==> src/rtl/adcc_pkg.sv <==
package adcc_pkg;

   localparam int CFG_W  = 8;
   localparam int ADDR_W = 2;

   localparam logic [ADDR_W-1:0] A_MODE = 2'd0;
   localparam logic [ADDR_W-1:0] A_CHAN = 2'd1;
   localparam logic [ADDR_W-1:0] A_RES  = 2'd2;

   // mode register layout, MSB first: keep-alive, ref2, wide, op[2:0]
   typedef struct packed {
      logic       keep;
      logic       ref2;
      logic       wide;
      logic [2:0] op;
   } mode_t;

   localparam int MODE_W = $bits(mode_t);

   // number of legal codes: single inputs plus pairs
   function automatic int code_limit(input logic wide, input int n_narrow,
                                     input int n_wide);
      return wide ? (n_wide + n_wide / 2) : (n_narrow + n_narrow / 2);
   endfunction

endpackage

==> src/rtl/adcc_regs.sv <==
module adcc_regs
   import adcc_pkg::*;
#(
   parameter int NARROW_CH = 8,
   parameter int WIDE_CH   = 10,
   parameter int SEL_W     = 4
) (
   input  logic              clk,
   input  logic              rst_n,
   input  logic              wr_en,
   input  logic [ADDR_W-1:0] addr,
   input  logic [CFG_W-1:0]  wdata,
   output mode_t             mode_q,
   output logic [SEL_W-1:0]  code_q,
   output logic              chan_err,
   output logic              chg,
   output logic              pd_wr
);

   logic             wr_mode, wr_chan, chan_ok, shrink_bad;
   mode_t            mode_d;
   logic [SEL_W-1:0] code_d;
   int               lim_cur, lim_new;

   always_comb begin
      wr_mode    = wr_en && (addr == A_MODE);
      wr_chan    = wr_en && (addr == A_CHAN);
      mode_d     = mode_t'(wdata[MODE_W-1:0]);
      code_d     = wdata[SEL_W-1:0];
      lim_cur    = code_limit(mode_q.wide, NARROW_CH, WIDE_CH);
      lim_new    = code_limit(mode_d.wide, NARROW_CH, WIDE_CH);
      chan_ok    = int'(code_d) < lim_cur;
      shrink_bad = int'(code_q) >= lim_new;
      chg        = (wr_chan && chan_ok && (code_d != code_q)) ||
                   (wr_mode && (mode_d.wide != mode_q.wide));
      pd_wr      = wr_mode && (mode_d.op == 3'b000);
   end

   always_ff @(posedge clk or negedge rst_n) begin
      if (!rst_n) begin
         mode_q   <= '0;
         code_q   <= '0;
         chan_err <= 1'b0;
      end else if (wr_mode) begin
         mode_q <= mode_d;
         if (shrink_bad) begin
            code_q   <= '0;
            chan_err <= 1'b1;
         end
      end else if (wr_chan) begin
         if (chan_ok) begin
            code_q   <= code_d;
            chan_err <= 1'b0;
         end else begin
            chan_err <= 1'b1;
         end
      end
   end

   a_r3_illegal_kept: assert property (@(posedge clk) disable iff (!rst_n)
      (wr_chan && !chan_ok) |=> (chan_err && $stable(code_q)));

   a_r10_shrink_zero: assert property (@(posedge clk) disable iff (!rst_n)
      (wr_mode && shrink_bad) |=> (code_q == '0 && chan_err));

endmodule

==> src/rtl/adcc_settle.sv <==
module adcc_settle #(
   parameter int SETTLE_CONV = 3
) (
   input  logic clk,
   input  logic rst_n,
   input  logic chg,
   input  logic conv_done,
   input  logic pd,
   output logic busy
);

   generate
      if (SETTLE_CONV == 0) begin : g_none
         assign busy = 1'b0;
      end else begin : g_count
         localparam int CW = $clog2(SETTLE_CONV + 1);
         localparam logic [CW-1:0] LOAD = CW'(SETTLE_CONV);
         logic [CW-1:0] cnt;

         always_ff @(posedge clk or negedge rst_n) begin
            if (!rst_n)                         cnt <= LOAD;
            else if (chg)                       cnt <= LOAD;
            else if (conv_done && !pd && cnt != '0) cnt <= cnt - 1'b1;
         end

         assign busy = (cnt != '0);

         a_r7_reload: assert property (@(posedge clk) disable iff (!rst_n)
            chg |=> busy);
      end
   endgenerate

endmodule

==> src/rtl/adcc_ready.sv <==
module adcc_ready #(
   parameter int RES_W = 16
) (
   input  logic             clk,
   input  logic             rst_n,
   input  logic             accept,
   input  logic [RES_W-1:0] conv_data,
   input  logic             force_hi,
   input  logic             rd_res,
   output logic             rdy_n,
   output logic [RES_W-1:0] res_q
);

   logic blip;

   always_ff @(posedge clk or negedge rst_n) begin
      if (!rst_n) begin
         rdy_n <= 1'b1;
         blip  <= 1'b0;
      end else if (force_hi) begin
         rdy_n <= 1'b1;
         blip  <= 1'b0;
      end else if (accept) begin
         blip  <= !rdy_n;
         rdy_n <= !rdy_n;
      end else if (rd_res) begin
         rdy_n <= 1'b1;
         blip  <= 1'b0;
      end else if (blip) begin
         rdy_n <= 1'b0;
         blip  <= 1'b0;
      end
   end

   always_ff @(posedge clk or negedge rst_n) begin
      if (!rst_n)      res_q <= '0;
      else if (accept) res_q <= conv_data;
   end

   a_r8_first_result_low: assert property (@(posedge clk) disable iff (!rst_n)
      (accept && rdy_n && !force_hi) |=> !rdy_n);

   a_r9_overwrite_blinks: assert property (@(posedge clk) disable iff (!rst_n)
      (accept && !rdy_n && !force_hi) |=> rdy_n);

endmodule

==> src/rtl/adc_chan_ctrl.sv <==
module adc_chan_ctrl
   import adcc_pkg::*;
#(
   parameter int NARROW_CH   = 8,
   parameter int WIDE_CH     = 10,
   parameter int SEL_W       = 4,
   parameter int RES_W       = 16,
   parameter int SETTLE_CONV = 3
) (
   input  logic              clk,
   input  logic              rst_n,
   input  logic              wr_en,
   input  logic              rd_en,
   input  logic [1:0]        addr,
   input  logic [7:0]        wdata,
   output logic [RES_W-1:0]  rdata,
   input  logic              conv_done,
   input  logic [RES_W-1:0]  conv_data,
   output logic [SEL_W-1:0]  mux_pos,
   output logic              mux_diff,
   output logic              ref2_sel,
   output logic              pwr_dn,
   output logic              osc_en,
   output logic              rdy_n,
   output logic              chan_err
);

   localparam logic [SEL_W-1:0] N_NARROW = SEL_W'(NARROW_CH);
   localparam logic [SEL_W-1:0] N_WIDE   = SEL_W'(WIDE_CH);

   generate
      if (WIDE_CH <= NARROW_CH) begin : g_bad_cfg
         $error("wide configuration must have more inputs than narrow");
      end
      if ((WIDE_CH + WIDE_CH / 2) > (1 << SEL_W)) begin : g_bad_sel
         $error("SEL_W too small for channel codes");
      end
      if (SEL_W > CFG_W || RES_W < CFG_W) begin : g_bad_w
         $error("width parameters out of range");
      end
   endgenerate

   mode_t            mode_q;
   logic [SEL_W-1:0] code_q;
   logic             chg, pd_wr, busy, accept, rd_res;
   logic [RES_W-1:0] res_q;
   logic [SEL_W-1:0] n_single;

   adcc_regs #(.NARROW_CH(NARROW_CH), .WIDE_CH(WIDE_CH), .SEL_W(SEL_W)) u_regs (
      .clk(clk), .rst_n(rst_n), .wr_en(wr_en), .addr(addr), .wdata(wdata),
      .mode_q(mode_q), .code_q(code_q), .chan_err(chan_err),
      .chg(chg), .pd_wr(pd_wr));

   adcc_settle #(.SETTLE_CONV(SETTLE_CONV)) u_settle (
      .clk(clk), .rst_n(rst_n), .chg(chg), .conv_done(conv_done),
      .pd(pwr_dn), .busy(busy));

   adcc_ready #(.RES_W(RES_W)) u_ready (
      .clk(clk), .rst_n(rst_n), .accept(accept), .conv_data(conv_data),
      .force_hi(pd_wr | chg), .rd_res(rd_res), .rdy_n(rdy_n), .res_q(res_q));

   always_comb begin
      pwr_dn   = (mode_q.op == 3'b000);
      osc_en   = !pwr_dn || mode_q.keep;
      ref2_sel = mode_q.ref2 && !mode_q.wide;
      accept   = conv_done && !pwr_dn && !busy && !chg && !pd_wr;
      rd_res   = rd_en && (addr == A_RES);
      n_single = mode_q.wide ? N_WIDE : N_NARROW;
      if (code_q < n_single) begin
         mux_pos  = code_q;
         mux_diff = 1'b0;
      end else begin
         mux_pos  = code_q - n_single;
         mux_diff = 1'b1;
      end
      rdata = '0;
      if (rd_en) begin
         case (addr)
            A_MODE:  rdata = RES_W'(mode_q);
            A_CHAN:  rdata = RES_W'(code_q);
            A_RES:   rdata = res_q;
            default: rdata = '0;
         endcase
      end
   end

   a_r6_pd_not_ready: assert property (@(posedge clk) disable iff (!rst_n)
      pwr_dn |-> rdy_n);

   a_r5_osc_only_off_in_pd: assert property (@(posedge clk) disable iff (!rst_n)
      !osc_en |-> pwr_dn);

   a_r2_pair_in_range: assert property (@(posedge clk) disable iff (!rst_n)
      mux_diff |-> (mux_pos < (n_single >> 1)));

   a_r12_change_clears_ready: assert property (@(posedge clk) disable iff (!rst_n)
      chg |=> rdy_n);

endmodule

==> config.mk <==
export PLATFORM = sky130hd
export DESIGN_NAME = adc_chan_ctrl
export DESIGN_NICKNAME = d
export VERILOG_FILES = /design/src/rtl/adcc_pkg.sv /design/src/rtl/adcc_regs.sv /design/src/rtl/adcc_settle.sv /design/src/rtl/adcc_ready.sv /design/src/rtl/adc_chan_ctrl.sv
export SDC_FILE = /design/constraint.sdc
export NUM_CORES = 1
export LEC_CHECK = 0
export BUFFER_PORTS_ARGS = -buffer_cell sky130_fd_sc_hd__buf_2
export CAP_MARGIN = 5
export CORE_UTILIZATION = 53
export CTS_BUF_LIST = sky130_fd_sc_hd__clkbuf_2
export CTS_CLUSTER_SIZE = 24
export DETAILED_ROUTE_END_ITERATION = 10
export MAX_ROUTING_LAYER = met4
export PLACE_DENSITY = 0.83
export SYNTH_ARGS = -nofsm -noshare
export SYNTH_HDL_FRONTEND = slang
export SYNTH_SLANG_ARGS = --single-unit
export TNS_END_PERCENT = 30
==> constraint.sdc <==
create_clock -name clk -period 2.7 [get_ports clk]
set_input_delay 0.405 -clock clk [delete_from_list [all_inputs] [get_ports clk]]
set_output_delay 0.405 -clock clk [all_outputs]
set_load 0.01 [all_outputs]
Word level (Yosys, flattened, before mapping)
Cells that the tools add are included.

Memory bits (read-only): 0. RAM bits: 0. Flip-flop bits (word level): 31. Memories kept: 0. Bits in latches: 0.

Bitwise operators: 1. Reduce and logical (&&, ||, !) cells: 31. $lt $le $gt $ge: 3. $mul: 0. Multiplexer cells: 23. Equality and inequality tests: 5. Divide/modulo/power cells: 0. Shifts and indexed selects: 0. Add/sub/neg operators: 2.

Operators with widths (number): case mux 16 bit (3 select lines) (1); >= comparator 5 x 32 -> 1 bit (1); < comparator 5 x 32 -> 1 bit (1); two-way mux 4 bit (5); two-way mux 16 bit (1); logical AND 1 bit (13); two-way mux 1 bit (11); two-way mux 2 bit (5); nonzero test 2 bit (4); zero test 1 bit (6); zero test 3 bit (2); < comparator 4 bit (1); != test 4 bit (1); nonzero test 4 bit (1); subtractor 4 bit (1); AND reduction 3 bit (1); == test 2 x 1 -> 1 bit, second input constant (1); == test 2 bit, second input constant (1); zero test 2 bit (1); logical OR 1 bit (2); != test 2 bit, second input constant (1); AND reduction 2 bit (1); subtractor 2 x 1 -> 2 bit, second input constant (1); != test 1 bit (1); bitwise OR 1 bit (1).

Logic depth before layout (Yosys ltp)
Word-level depth: 10. Mapped depth: 9. Depth with buffers taken out: 7.

By module
Synthesis repeated with hierarchy kept, for this count alone.

Cell total of the unflattened synthesis: 160. Area, all modules: 1823.0 um^2.

Modules (own cells, without submodules): adcc_ready (times used 1, cells an instance 42, area each 719.4 um^2); adcc_regs (times used 1, cells an instance 55, area each 625.6 um^2); adc_chan_ctrl (times used 1, cells an instance 50, area each 342.8 um^2); adcc_settle (times used 1, cells an instance 13, area each 135.1 um^2).

Worst setup path before layout
OpenSTA, ideal clock, no wires.

Kind: input-to-reg. Start: input wdata[3]. End: register u_ready.res_q[10]. Cell stages on the path: 8. Data arrival time: 1.973 ns. Slack: 0.602 ns. Path buffers: 3. Library setup time: 0.125 ns. Data required time: 2.575 ns. Cell sequence: buf_6 > xor2_2 > nor4_4 > nor3_1 > or3_1 > buf_6 > buf_12 > mux2_4.

Cells in the longest elaborated chain, start to end: 7. Elaborated cells on any way between the ends: 10. Classes of those cells: 1 x order compare; 2 x eq/ne; 7 x reduce/logical.

Ends and longest elaborated chain: from (decl) (RTL line adc_chan_ctrl.sv:15) `input logic [7:0] wdata,`; < comparator 5 x 32 -> 1 bit (RTL line adcc_regs.sv:32) `chan_ok = int'(code_d) < lim_cur;`; logical AND 1 bit (2 in series) (RTL line adcc_regs.sv:34) `chg = (wr_chan && chan_ok && (code_d != code_q)) ||`; logical OR 1 bit * (RTL line adcc_regs.sv:34); zero test 1 bit * (RTL line adc_chan_ctrl.sv:66) `accept = conv_done && !pwr_dn && !busy && !chg && !pd_wr;`; logical AND 1 bit * (2 in series) (RTL line adc_chan_ctrl.sv:66); to (signal assigned) (RTL line adcc_ready.sv:37) `else if (accept) res_q <= conv_data;`; to (decl) (RTL line adcc_ready.sv:11) `output logic [RES_W-1:0] res_q`.

Every way passes the cells marked *; elsewhere a longest branch is shown, timed or not. A chain may end at the register's enable or synchronous reset.

Worst setup path after layout
Start: register, netlist name u_regs.mode_q[3]. End: register u_ready.res_q[2].

Cells in the longest elaborated chain, start to end: 8. Elaborated cells on any way between the ends: 10. Classes of those cells: 1 x order compare; 1 x eq/ne; 1 x mux; 7 x reduce/logical.

Ends and longest elaborated chain: two-way mux 2 bit (RTL line adcc_pkg.sv:23) `return wide ? (n_wide + n_wide / 2) : (n_narrow + n_narrow / 2);`; < comparator 5 x 32 -> 1 bit (RTL line adcc_regs.sv:32); logical AND 1 bit (2 in series) (RTL line adcc_regs.sv:34); logical OR 1 bit * (RTL line adcc_regs.sv:34); zero test 1 bit * (RTL line adc_chan_ctrl.sv:66); logical AND 1 bit * (2 in series) (RTL line adc_chan_ctrl.sv:66).

Marks and branches as above.

==> summary by stage <==
Worst setup path
STA classifies the critical path endpoint as a flip-flop. The worst setup path is of the flip-flop to flip-flop kind. The launching element type of the critical path is a flip-flop. In this run the critical register-to-register path is captured at u_ready.res_q[2]. The critical path data arrival time is 2470 ps. The startpoint identified for the worst register-to-register timing path is u_regs.mode_q[3]. The top fanout value on the critical path is 16.

The setup slack on the worst flop-to-flop path is 480 ps. For the worst flop-to-flop path, the logic depth is 8. Data on the critical path is required at its endpoint by 2960 ps.

Route
After detailed routing, the number of remaining DRC violations is 0. The number of optimization iterations in the first detailed-route pass is 4. The routed length per instance is 13.32 um. The total detailed-routing wirelength is 3556 um. The detailed router finished its first iteration with 37 violations. Detailed routing inserted a total of 1370 vias. The detail route stage leaves a number of antenna-violating nets equal to 0. Using the TritonRoute via totals, the vias-per-cell ratio works out to 5.131.

Timing
The final setup violation count is 0. The final number of hold-violating endpoints is 0. The number of max-slew violations in the final report is 0. The shortest clock period the worst path allows after layout is 2216 ps. On the final layout, the worst clock skew is 26.22 ps.

The slew of the pin with the lowest slew margin is 664.6 ps. In the final timing run, aggregate negative setup slack is 0 ps. Setup repair after global routing left no endpoint under its margin. The fraction of the cycle the final worst path needs is 82.09%. The worst path meets setup with 483.6 ps of slack. The tightest slew margin relative to the limit is 55.69%.

The top achievable clock speed is 451.2 MHz. Final hold analysis gives a worst-case slack of 25.76 ps.

Placed design
The final weighted congestion of routability-driven global placement is 0.8703. The minimum setup slack after placement is 480.5 ps. Input and output buffers added on the ports amount to 54.

Counting tap cells, the placed design contains a total of 259 instances. Summed over all nets, the half-perimeter wirelength after detailed placement is 2680 um.

Clock network
The clock tree synthesis step divided the H-tree into 2 levels. The number of hold buffers added after CTS is 0. The tree built by TritonCTS fans out to 31 sinks. Counting along the longest clock path gives a buffer depth of 2. Clock tree synthesis inserted a total of 5 buffers.

TritonCTS built the clock tree. The clock reaches the later pin of the worst-skew pair after 380 ps. In this run the post-CTS setup repair buffer count came out at 0. The clock transition at the registers of the reported paths is 170 ps. The root cell of the clock tree is sky130_fd_sc_hd__clkbuf_2.

The quantity of gates resized following cts is 0.

Global route
The first global-routing pass estimated 5789 um of wire. Global routing used 32.50% of the available met2 tracks. The number of global-route vias before repair was 1290. The total overflow reported by the global router is 0.

The number of antenna violations at the first check in global routing is 0. The met3 demand-to-capacity share in global routing is 5.757%. The routing layer with the top usage in global route is met2. Across every metal layer, demand over resource in global routing totals 22.81%. The maximum number of pins on one net before global-route repair is 32. Global routing used 30.48% of the available met1 tracks.

Final layout
The final layout contains 259 nets. The post-route netlist has 40.81% of its cells at a drive strength greater than 1. The number of diodes is 0.

For this run, the number of standard cells in the final layout without fillers is 267. Relative to the synthesized area, the layout overhead comes to 17.82%. The number of filler cells placed in the layout is 290.

Synth
The number of nets produced by synthesis is 206. The adder-cell area share of the yosys netlist is 4.129%. The synthesized-area fraction occupied by xor and xnor cells is 3.304%. During synthesis, Yosys emitted a total of 0 warnings.

In the synthesized netlist, the cells that appear most often are 28 x sky130_fd_sc_hd__dfrtp_1, 15 x sky130_fd_sc_hd__and2_1, 12 x sky130_fd_sc_hd__nand2_1, 11 x sky130_fd_sc_hd__inv_1, 11 x sky130_fd_sc_hd__mux2_2. The number of cells produced by synthesis is 169. In the post-synthesis netlist, the biggest area contributors are sky130_fd_sc_hd__dfrtp_1 39%, sky130_fd_sc_hd__mux2_4 8.3%, sky130_fd_sc_hd__mux2_2 6.8%, sky130_fd_sc_hd__and2_1 5.2%, sky130_fd_sc_hd__dfstp_2 4.3%.

Measured against the total synthesized area, the mux share comes to 18.38%. In this run, synthesis produced a sequential element count of 31. By instance count, the leading cell after synthesis is sky130_fd_sc_hd__dfrtp_1.

Yosys mapped the design onto 36 distinct sky130hd cell types. The area fraction in and, or, nand and nor cells after synthesis is 16.45%. Sequential elements use 42.88% of the synthesized area. The synthesized netlist devotes 8.603% of its cell area to compound gates. The largest family of logic cells by synthesized area is multiplexers. The share of synthesized flip-flops with an asynchronous set or reset is 100.0%. In this run the biggest area consumer among cell types represents 38.54% of the synthesized area. The most used flip-flop cell after synthesis is sky130_fd_sc_hd__dfrtp_1. The largest area contributor in the netlist is sky130_fd_sc_hd__dfrtp_1. Counting flops with a built-in enable in the synthesized netlist gives 0. The average instance in the mapped netlist occupies 10.76 um2. The mapped cell area is 0.001818 mm2.

Hold path
The tightest min-delay check is of the input pin to asynchronous set/reset pin type.

Floorplanning
The floorplan step set the die height to 60.57 um. The standard cell core area is 0.003153 mm2. The die width is 60.57 um. The initial core utilization is 57.66%. The die covers 0.003668 mm2. The site row count is 20. During I/O placement, the number of pins put on the boundary was 57.

Pwr
The total leakage power is 1.119 nW. Power spread over the standard cell area amounts to 788.7 mW/mm2. Across the VDD grid, the largest voltage drop is 0.5966 mV.

Outcome
The run finished with clean final reports.

Run
The tool flagged a number of max-cap violations equal to 0.
[worst max-delay path: stages, from the launching register on]
cell                       delay (ps)
sky130_fd_sc_hd__dfrtp_1          490
sky130_fd_sc_hd__inv_1             90
sky130_fd_sc_hd__ha_1             280
sky130_fd_sc_hd__o211ai_1          90
sky130_fd_sc_hd__o21ai_2          220
sky130_fd_sc_hd__nor3_1            70
sky130_fd_sc_hd__or3_1            340
sky130_fd_sc_hd__buf_4            220
sky130_fd_sc_hd__mux2_2           290
[power breakdown]
group          leakage, nW  internal [mW]  total, mW  switching (mW)
Clock               0.0404          0.153      0.315           0.163
Sequential           0.371          0.655      0.772           0.117
Combinational        0.707          0.345      0.602           0.258
[cells by family after synthesis]
kind of cell	after synthesis
simple gates	54
flops	31
mux	27
compound gates	25
buf+inv	20
xor+xnor	6
fa+ha+maj	6
[sequential cells by signal (all words and copies together), names as in the netlist]
signal and cells:
u_regs.code_q 4, u_ready.res_q 16, u_ready.blip 1, u_regs.chan_err 1
u_settle.g_count.cnt 2, u_ready.rdy_n 1, u_regs.mode_q 6
[per-stage QoR]
stage	utilization, %	total power, mW	cell area, um2
global route	67.94	1.803	2142
detailed placement	65.91	1.388	2078
finish	67.94	1.689	2142
floorplan	-	1.226	1818
CTS	67.94	1.708	2142
global placement	65.91	1.357	2078
[cell type report]
cell class                      count  area (um2)  share of cell area (%)
Clock buffer                        5       25.02                   1.168
Clock inverter                      3       38.79                   1.811
Inverter                           11       41.29                   1.928
Multi-Input combinational cell    118       924.6                   43.17
Sequential cell                    31       779.5                   36.39
Tap cell                           44       55.05                   2.570
Timing Repair Buffer               55       277.8                   12.97
[layer usage]
layer,vias to the layer above,share of wire [%]
met1,641,47
met4,0,1.6
li1,680,-
met5,-,0
met2,42,46
met3,7,5.9
[placed cells by master (no fill, tap or decap), drive strengths merged]
cell and instances:
a21oi 5, a22o 4, and2 15, buf 55, bufinv 1, clkbuf 5
clkinv 2, dfrtp 28, dfstp 3, ha 6, inv 11, mux2 21
mux2i 6, nand2 12, nand2b 4, nand3 1, nand3b 1, nor2 8
nor2b 4, nor3 4, nor3b 1, nor4 1, o211ai 2, o21ai 11
o21bai 1, o22ai 1, o31ai 1, or2 1, or3 2, xnor2 1
xor2 5
[how the worst max path moves through the flow]
stage	slack [ps]	end	start
2_1_floorplan	600	u_ready.res_q[10]	wdata[3]
3_3_place_gp	490	u_ready.res_q[8]	wdata[3]
3_5_place_dp	480	u_ready.res_q[11]	wdata[1]
4_1_cts	480	u_ready.res_q[11]	u_regs.mode_q[3]
5_1_grt	310	mux_pos[1]	u_regs.code_q[1]
6_report	480	u_ready.res_q[2]	u_regs.mode_q[3]
No activity file was read; power rests on OpenSTA's default activity.
